**src/rtl/vag_pkg.sv**
```systemverilog
package vag_pkg;

    typedef enum logic [1:0] {
        OFFS_NATIVE = 2'b00,
        OFFS_SX32   = 2'b01,
        OFFS_ZX32   = 2'b10,
        OFFS_RSVD   = 2'b11
    } offs_mode_e;

    localparam int unsigned NARROW_W = 32;
    localparam int unsigned WIDE_W   = 64;

endpackage

```
**src/rtl/vag_lane_narrow.sv**
```systemverilog
module vag_lane_narrow
    import vag_pkg::*;
(
    input  logic [NARROW_W-1:0] base_i,
    input  logic [NARROW_W-1:0] offs_i,
    input  logic [1:0]          shift_i,
    output logic [NARROW_W-1:0] addr_o
);

    logic [NARROW_W-1:0] scaled;

    always_comb begin
        scaled = offs_i << shift_i;
        addr_o = base_i + scaled;
    end

endmodule

```
**src/rtl/vag_lane_wide.sv**
```systemverilog
module vag_lane_wide
    import vag_pkg::*;
(
    input  logic [WIDE_W-1:0] base_i,
    input  logic [WIDE_W-1:0] offs_i,
    input  offs_mode_e        mode_i,
    input  logic [1:0]        shift_i,
    output logic [WIDE_W-1:0] addr_o
);

    localparam int unsigned HALF_W = WIDE_W / 2;

    logic [WIDE_W-1:0] ext;
    logic [WIDE_W-1:0] scaled;

    always_comb begin
        case (mode_i)
            OFFS_SX32: ext = {{HALF_W{offs_i[HALF_W-1]}}, offs_i[HALF_W-1:0]};
            OFFS_ZX32: ext = {{HALF_W{1'b0}}, offs_i[HALF_W-1:0]};
            default:   ext = offs_i;
        endcase
        scaled = ext << shift_i;
        addr_o = base_i + scaled;
    end

endmodule

```
**src/rtl/vag_legal.sv**
```systemverilog
module vag_legal
    import vag_pkg::*;
(
    input  offs_mode_e mode_i,
    input  logic       streaming_i,
    input  logic       full_isa_en_i,
    output logic       refuse_o
);

    logic state_block;
    logic mode_block;

    always_comb begin
        state_block = streaming_i & ~full_isa_en_i;
        mode_block  = (mode_i == OFFS_RSVD);
        refuse_o    = state_block | mode_block;
    end

endmodule

```
**src/rtl/vec_addr_gen.sv**
```systemverilog
module vec_addr_gen
    import vag_pkg::*;
#(
    parameter int unsigned VLEN = 256
) (
    input  logic            clk,
    input  logic            rst_n,
    input  logic            in_valid,
    input  logic [VLEN-1:0] base_vec,
    input  logic [VLEN-1:0] offs_vec,
    input  logic            elem_wide,
    input  logic [1:0]      off_mode,
    input  logic [1:0]      shift_amt,
    input  logic            streaming,
    input  logic            full_isa_en,
    output logic            out_valid,
    output logic [VLEN-1:0] result_vec,
    output logic            illegal
);

    localparam int unsigned LANES_N = VLEN / NARROW_W;
    localparam int unsigned LANES_W = VLEN / WIDE_W;

    typedef struct packed {
        logic            valid;
        logic            illegal;
        logic [VLEN-1:0] result;
    } state_t;

    state_t state_d, state_q;

    offs_mode_e      mode_e;
    logic            refuse;
    logic [VLEN-1:0] narrow_res;
    logic [VLEN-1:0] wide_res;
    logic            use_wide;

    assign mode_e = offs_mode_e'(off_mode);

    vag_legal u_legal (
        .mode_i        (mode_e),
        .streaming_i   (streaming),
        .full_isa_en_i (full_isa_en),
        .refuse_o      (refuse)
    );

    for (genvar i = 0; i < LANES_N; i++) begin : g_narrow
        vag_lane_narrow u_lane (
            .base_i  (base_vec[i*NARROW_W +: NARROW_W]),
            .offs_i  (offs_vec[i*NARROW_W +: NARROW_W]),
            .shift_i (shift_amt),
            .addr_o  (narrow_res[i*NARROW_W +: NARROW_W])
        );
    end

    for (genvar j = 0; j < LANES_W; j++) begin : g_wide
        vag_lane_wide u_lane (
            .base_i  (base_vec[j*WIDE_W +: WIDE_W]),
            .offs_i  (offs_vec[j*WIDE_W +: WIDE_W]),
            .mode_i  (mode_e),
            .shift_i (shift_amt),
            .addr_o  (wide_res[j*WIDE_W +: WIDE_W])
        );
    end

    always_comb begin
        use_wide        = elem_wide | (mode_e != OFFS_NATIVE);
        state_d         = state_q;
        state_d.valid   = in_valid;
        state_d.illegal = in_valid & refuse;
        if (in_valid && !refuse) begin
            state_d.result = use_wide ? wide_res : narrow_res;
        end
    end

    always_ff @(posedge clk or negedge rst_n) begin
        if (!rst_n) begin
            state_q <= '0;
        end else begin
            state_q <= state_d;
        end
    end

    assign out_valid  = state_q.valid;
    assign illegal    = state_q.illegal;
    assign result_vec = state_q.result;

    AST_VALID_RISE: assert property (@(posedge clk) disable iff (!rst_n)
        in_valid |=> out_valid);
    AST_VALID_IDLE: assert property (@(posedge clk) disable iff (!rst_n)
        !in_valid |=> (!out_valid && !illegal));
    AST_REFUSE_HOLD: assert property (@(posedge clk) disable iff (!rst_n)
        (out_valid && illegal) |-> $stable(result_vec));
    AST_IDLE_HOLD: assert property (@(posedge clk) disable iff (!rst_n)
        !out_valid |-> $stable(result_vec));
    AST_RSVD_FLAG: assert property (@(posedge clk) disable iff (!rst_n)
        (in_valid && off_mode == 2'b11) |=> illegal);
    AST_STATE_FLAG: assert property (@(posedge clk) disable iff (!rst_n)
        (in_valid && streaming && !full_isa_en) |=> illegal);
    AST_LEGAL_CLEAR: assert property (@(posedge clk) disable iff (!rst_n)
        (in_valid && off_mode != 2'b11 && !(streaming && !full_isa_en)) |=> !illegal);

endmodule

```
**config.mk**
```make
export PLATFORM = sky130hd
export DESIGN_NAME = vec_addr_gen
export DESIGN_NICKNAME = d
export VERILOG_FILES = /design/src/rtl/vag_pkg.sv /design/src/rtl/vag_lane_narrow.sv /design/src/rtl/vag_lane_wide.sv /design/src/rtl/vag_legal.sv /design/src/rtl/vec_addr_gen.sv
export SDC_FILE = /design/constraint.sdc
export NUM_CORES = 2
export LEC_CHECK = 0
export BUFFER_PORTS_ARGS = -buffer_cell sky130_fd_sc_hd__buf_2
export CORE_MARGIN = 1
export CORE_UTILIZATION = 43
export CTS_BUF_LIST = sky130_fd_sc_hd__clkbuf_4
export DETAILED_ROUTE_END_ITERATION = 8
export PLACE_DENSITY = 0.61
export SLEW_MARGIN = 10
export SYNTH_ARGS = -nofsm -noshare
export SYNTH_HDL_FRONTEND = slang
export SYNTH_HIERARCHICAL = 1
export SYNTH_SLANG_ARGS = --single-unit
```
**constraint.sdc**
```tcl
create_clock -name clk -period 0.8 [get_ports clk]
set_input_delay 0.16 -clock clk [delete_from_list [all_inputs] [get_ports clk]]
set_output_delay 0.16 -clock clk [all_outputs]
set_load 0.05 [all_outputs]
```
### After elaboration in Yosys (flattened, before gate mapping)

Cells that the tools add are included.

| cells by class | value |
|---|---|
| add/sub/neg operators | 12 |
| eq/ne operators | 3 |
| shift operators | 12 |
| muxes and demuxes | 5 |
| bitwise operators | 5 |
| reductions and logical operators | 3 |

Operators with widths:

| kind | count |
|---|---|
| case mux 64 bit (2 select lines) | 4 |
| adder 32 bit | 8 |
| adder 64 bit | 4 |
| 2-to-1 mux 256 bit | 1 |
| left shift 32 x 2 -> 32 bit | 8 |
| left shift 64 x 2 -> 64 bit | 4 |
| equality test 2 bit (second input constant) | 2 |
| bitwise AND 1 bit | 2 |
| equality test 2 x 1 -> 1 bit (second input constant) | 1 |
| bitwise OR 1 bit | 2 |
| nonzero test 2 bit | 1 |
| logical AND 1 bit | 1 |
| logical NOT 1 bit | 1 |
| NOT 1 bit | 1 |

| storage, ports and cells | value |
|---|---|
| register bits after elaboration | 258 |
| logic and storage cells | 43 |

### Depth between registers and ports, before layout

| depth | value |
|---|---|
| word-level depth | 5 |
| depth in mapped cells | 20 |
| gate-level depth less buffers | 17 |

### Hierarchy

The synthesis kept the hierarchy.

Modules (own cells, without submodules):

| module | instances | cells each | area each (sq um) |
|---|---|---|---|
| vag_lane_wide (g_wide[0].u_lane ...) | 3 | 770 | 5725.5 |
| vag_lane_narrow (g_narrow[1].u_lane ...) | 7 | 273 | 2364.8 |
| vec_addr_gen | 1 | 1400 | 11642.4 |
| vag_lane_wide (g_wide[3].u_lane) | 1 | 740 | 5584.1 |
| vag_lane_narrow (g_narrow[0].u_lane) | 1 | 271 | 2357.3 |
| vag_legal | 1 | 3 | 16.3 |

### Least setup slack after synthesis

No wires, ideal clock.

| timing path | value |
|---|---|
| path type | input to register |
| start | input port shift_amt[0] |
| end | register state_q (netlist bit result_vec[122]) |
| arrival | 4.051 ns |
| required time | 0.718 ns |
| path slack | -3.333 ns |
| stages on the path | 17 |
| path buffers | 4 |
| cells stage by stage | clkbuf_1 clkbuf_1 buf_1 mux4_2 ha_1 buf_2 nand4_4 nor3_1 nand3_1 o211ai_4 a21oi_4 o31ai_4 a211oi_1 o31ai_2 xnor2_1 nand2_1 a31oi_1 |

| between the ends | value |
|---|---|
| word-level cells in the longest chain between the ends | 3 |

Ends and longest elaborated chain:

| what | RTL line | RTL |
|---|---|---|
| start, declared | vec_addr_gen.sv:13 | `input logic [1:0] shift_amt,` |
| left shift 64 x 2 -> 64 bit | vag_lane_wide.sv:22 | `scaled = ext << shift_i;` |
| adder 64 bit | vag_lane_wide.sv:23 | `addr_o = base_i + scaled;` |
| named net wide_res[122] | vec_addr_gen.sv:35 | `logic [VLEN-1:0] wide_res;` |
| 2-to-1 mux 256 bit | vec_addr_gen.sv:72 | `state_d.result = use_wide ? wide_res : narrow_res;` |
| end signal, assigned | vec_addr_gen.sv:80 | `state_q <= state_d;` |
| end, declared | vec_addr_gen.sv:30 | `state_t state_d, state_q;` |

The timed path passes the listed nets, and every way through them passes these cells.
A chain may end at the register's enable or synchronous reset.

### Worst setup path in the final report

| timing path | value |
|---|---|
| start | input port shift_amt[0] |
| end | register state_q (netlist bit result_vec[124]) |

Same word-level chain as after synthesis.

==> out/qor.yml <==
synth_compound_gate_area_share: 0.2595
syn-cell-area_um2: 53330
die-height_um: 354.2
postRouteAntennaNets: 0
synth-seq-cells: 258
worstSetupPathType: "input pin to flip-flop"
seq_area_frac_synth: 0.1211
grt_max_degree: 94
root_buffer: "clkbuf_4"
startpoint_type: "input pin"
drcViolationCount: 0
synth_xor_area_frac: 0.07423
dr_total_vias: 67033
io_buffers: 779
clk_path_buf_depth: 3
cp.required_ns: 1.70
clkPwrFrac: 0.105
synth-edff-count: 0
slew_violations: 0
placed_cells: 10925
synth_flop_cell: "dfrtp_1"
post_dp_cell_area_um2: 78170
fin_skew_ns: 0
rows: 128
hold_buffers: 15
crit_chain: "buf_16, buf_12, buf_12, buf_16, buf_8, mux4_2, ha_4, nand2_2, and4bb_2, buf_6, a221oi_4, o41ai_4, nand4_1, o311a_1, a21o_1, o21ai_2, xor2_1, nand2_1, a31oi_1"
cts_tree: "yes"
hold_viol: 256
clk_latency_ns: 1.08
cap_violations: 0
synth-simple-area-share: 0.1799
ff_latch_area_um2: 6456
place_ws_ns: -3.335
cts.sink_count: 258
finalInstanceArea_um2: 88170
path_clk_slew_ns: 0.07
p_int_mw: 77.11
yosysWarningCount: 6
grt_pass1_vias: 65310
fin_cells: 11488
netSwitchingFraction: 0.4938
rsz0062_at_grt: "true"
first_pass_iters: 6
gp_congestion: 1.023
initial_core_util: 0.4359
antenna_found_initial: 122
post-route-period-util: 3.520
p_leak_nw: 40.68
ioPinCount: 780
coreArea_um2: 122400
syn_avg_cell_area_um2: 8.038
finalWorstSetupSlack_ns: -2.016
netSwitchingPower_mw: 75.23
p_comb_frac: 0.760
max_freq_mhz: 355.1
wl_per_cell_um: 21.81
synth_area_leaders: "mux4_2 14%, dfrtp_1 12%, ha_1 12%, nand2_1 6.7%, a21oi_1 6.5%"
async_reset_ff_frac: 1.000
path_max_fanout: 5
routed_wl_um: 250500
yosys.area.top_type: "mux4_2"
violations: "hold timing, setup timing"
slowest_stage: "mux4_2"
die_area_um2: 125400
worst_slew_pin_slew_ns: 0.8233
postSynthCellCount: 6635
total_power_mw: 152.3
powerDensity_nw_per_um2: 1728
yosysMostFrequentCell: "nand2_1"
grt_pass1_wl_um: 373300
dp_hpwl_um: 196900
post_drt_via_cell_ratio: 5.835
yosys.area_share.adder: 0.1237
holdWs_ns: -0.4052
drt-initial-drc-count: 5345
layout-drive-gt1-share: 0.5181
relSlewSlack: 0.4493
peakVddDrop_v: 0.002591
cp.arrival_ns: 3.71
status: "finished with violations"
ys_top_cells_by_count: "950 x nand2_1, 697 x a21oi_1, 583 x nor2_1"
nets: 10751
setup_viol: 772
synth_top_family_by_area: "compound AO/OA/AOI/OAI gates"
cts-buffers-inserted: 87
die_x_um: 354.2
h-tree-depth: 3
finalCriticalPeriod_ns: 2.816
track_usage: 0.3777
end_kind: "flip-flop"
grt_overflow_total: 0
yosysTopAreaCellShare: 0.1351
synth.mux.area_fraction: 0.1961
cp_slowest_stage_delay_ns: 0.54
power.share.sequential: 0.135
area_growth_pct: 65.34
yosys.cell_types.count: 100
hold_class: "input pin to flip-flop"
nFillCells: 9636
multi_input_area_um2: 50840
postSynthNetCount: 7677
-- critical path: cells and delay by family --
kind / cells / cell delay, ns
compound gates: 6 / 1.18
xor+xnor: 1 / 0.16
fa+ha+maj: 1 / 0.30
buf+inv: 6 / 0.72
mux: 1 / 0.54
simple gates: 4 / 0.64
-- stage by stage --
stage	utilization	setup TNS [ns]
after floorplan	-	-508.96
after global placement	0.6389	-694.96
after detailed placement	0.6389	-710.24
after CTS	0.6949	-711.88
after global routing	0.7202	-779.36
final	0.7206	-746.53
-- registers in the layout, summed over array words and instances, names as in the netlist --
| name | count |
|---|---|
| illegal | 1 |
| out_valid | 1 |
| result_vec | 256 |
-- layout by cell type (no fill, tap or decap), types with 40 or more instances in the layout --
cell,instances
a21oi_1,445
buf_6,122
o21ai_2,62
buf_2,717
dfrtp_1,258
buf_4,2393
buf_12,142
xnor2_1,249
ha_4,125
o21ai_1,66
mux2i_1,164
mux2_2,117
o21a_1,55
nand2_1,890
clkbuf_4,114
nand2_2,46
a21o_1,261
nand3_1,87
nor2b_1,40
xor2_1,165
nand4_1,133
inv_1,101
nor2_1,537
a21oi_4,48
ha_1,359
nor3_1,69
mux4_2,320
a31oi_1,292
o21bai_1,91
a21oi_2,215
o21ai_0,139
diode_2,89
-- power by group through the flow --
stage / combinational [mW] / clock [mW] / sequential (mW)
floorplan: 47.2 / 0 / 32.3
global placement: 102 / 0 / 20.6
global route: 123 / 16.9 / 20.8
detailed placement: 103 / 0 / 20.6
CTS: 110 / 16.3 / 20.5
finish: 116 / 15.9 / 20.6
-- final cells by class --
| type | count | share of cell area |
|---|---|---|
| multi-input cells | 5817 | 0.5766 |
| repair buffers | 3443 | 0.3076 |
| flip-flops and latches | 258 | 0.07322 |
| well taps | 1625 | 0.02306 |
| clock buffers | 114 | 0.009706 |
| inverters | 102 | 0.004342 |
| clock inverters | 40 | 0.002980 |
| diodes | 89 | 0.002526 |
-- path summary, 6_finish.rpt --
check / startpoint / end / slack (ns) / cells past startpoint
min reg2reg: result_vec[3] / result_vec[3] / 0.54 / 2
max: shift_amt[0] / result_vec[124] / -2.02 / 19
max in group asynchronous: rst_n / result_vec[209] / -0.49 / 5
max reg2reg: result_vec[217] / result_vec[217] / -0.10 / 3
min in group asynchronous: rst_n / result_vec[231] / 0.76 / 4
min: base_vec[192] / result_vec[192] / -0.41 / 4
-- timing repair --
item / in CTS / in global routing
buffers inserted: 190 / 133
pin swaps: 435 / 442
hold endpoints to repair: 516 / 255
gates cloned: 20 / 5
gates resized for setup: 713 / 441
setup endpoints to repair: 511 / 772
-- layer usage --
metal / up-vias / wire (um) / global-route usage
met2: 2660 / 115600 / 0.6132
met5: - / 325 / 0
li1: 31338 / - / -
met4: 52 / 13180 / 0.1872
met3: 633 / 20400 / 0.08211
met1: 32350 / 101100 / 0.4724
-- cell families (layout without fill, tap and decap cells) --
group / after synthesis / in the layout
AOI/OAI and AO/OA: 2063 / 2063
xor gates and xnor gates: 452 / 452
adders and majority gates: 520 / 520
buffers and inverters: 560 / 3699
DFF: 258 / 258
muxes: 629 / 629
other: 0 / 89
and+or+nand+nor: 2153 / 2153
No activity file was read; power rests on OpenSTA's default activity.
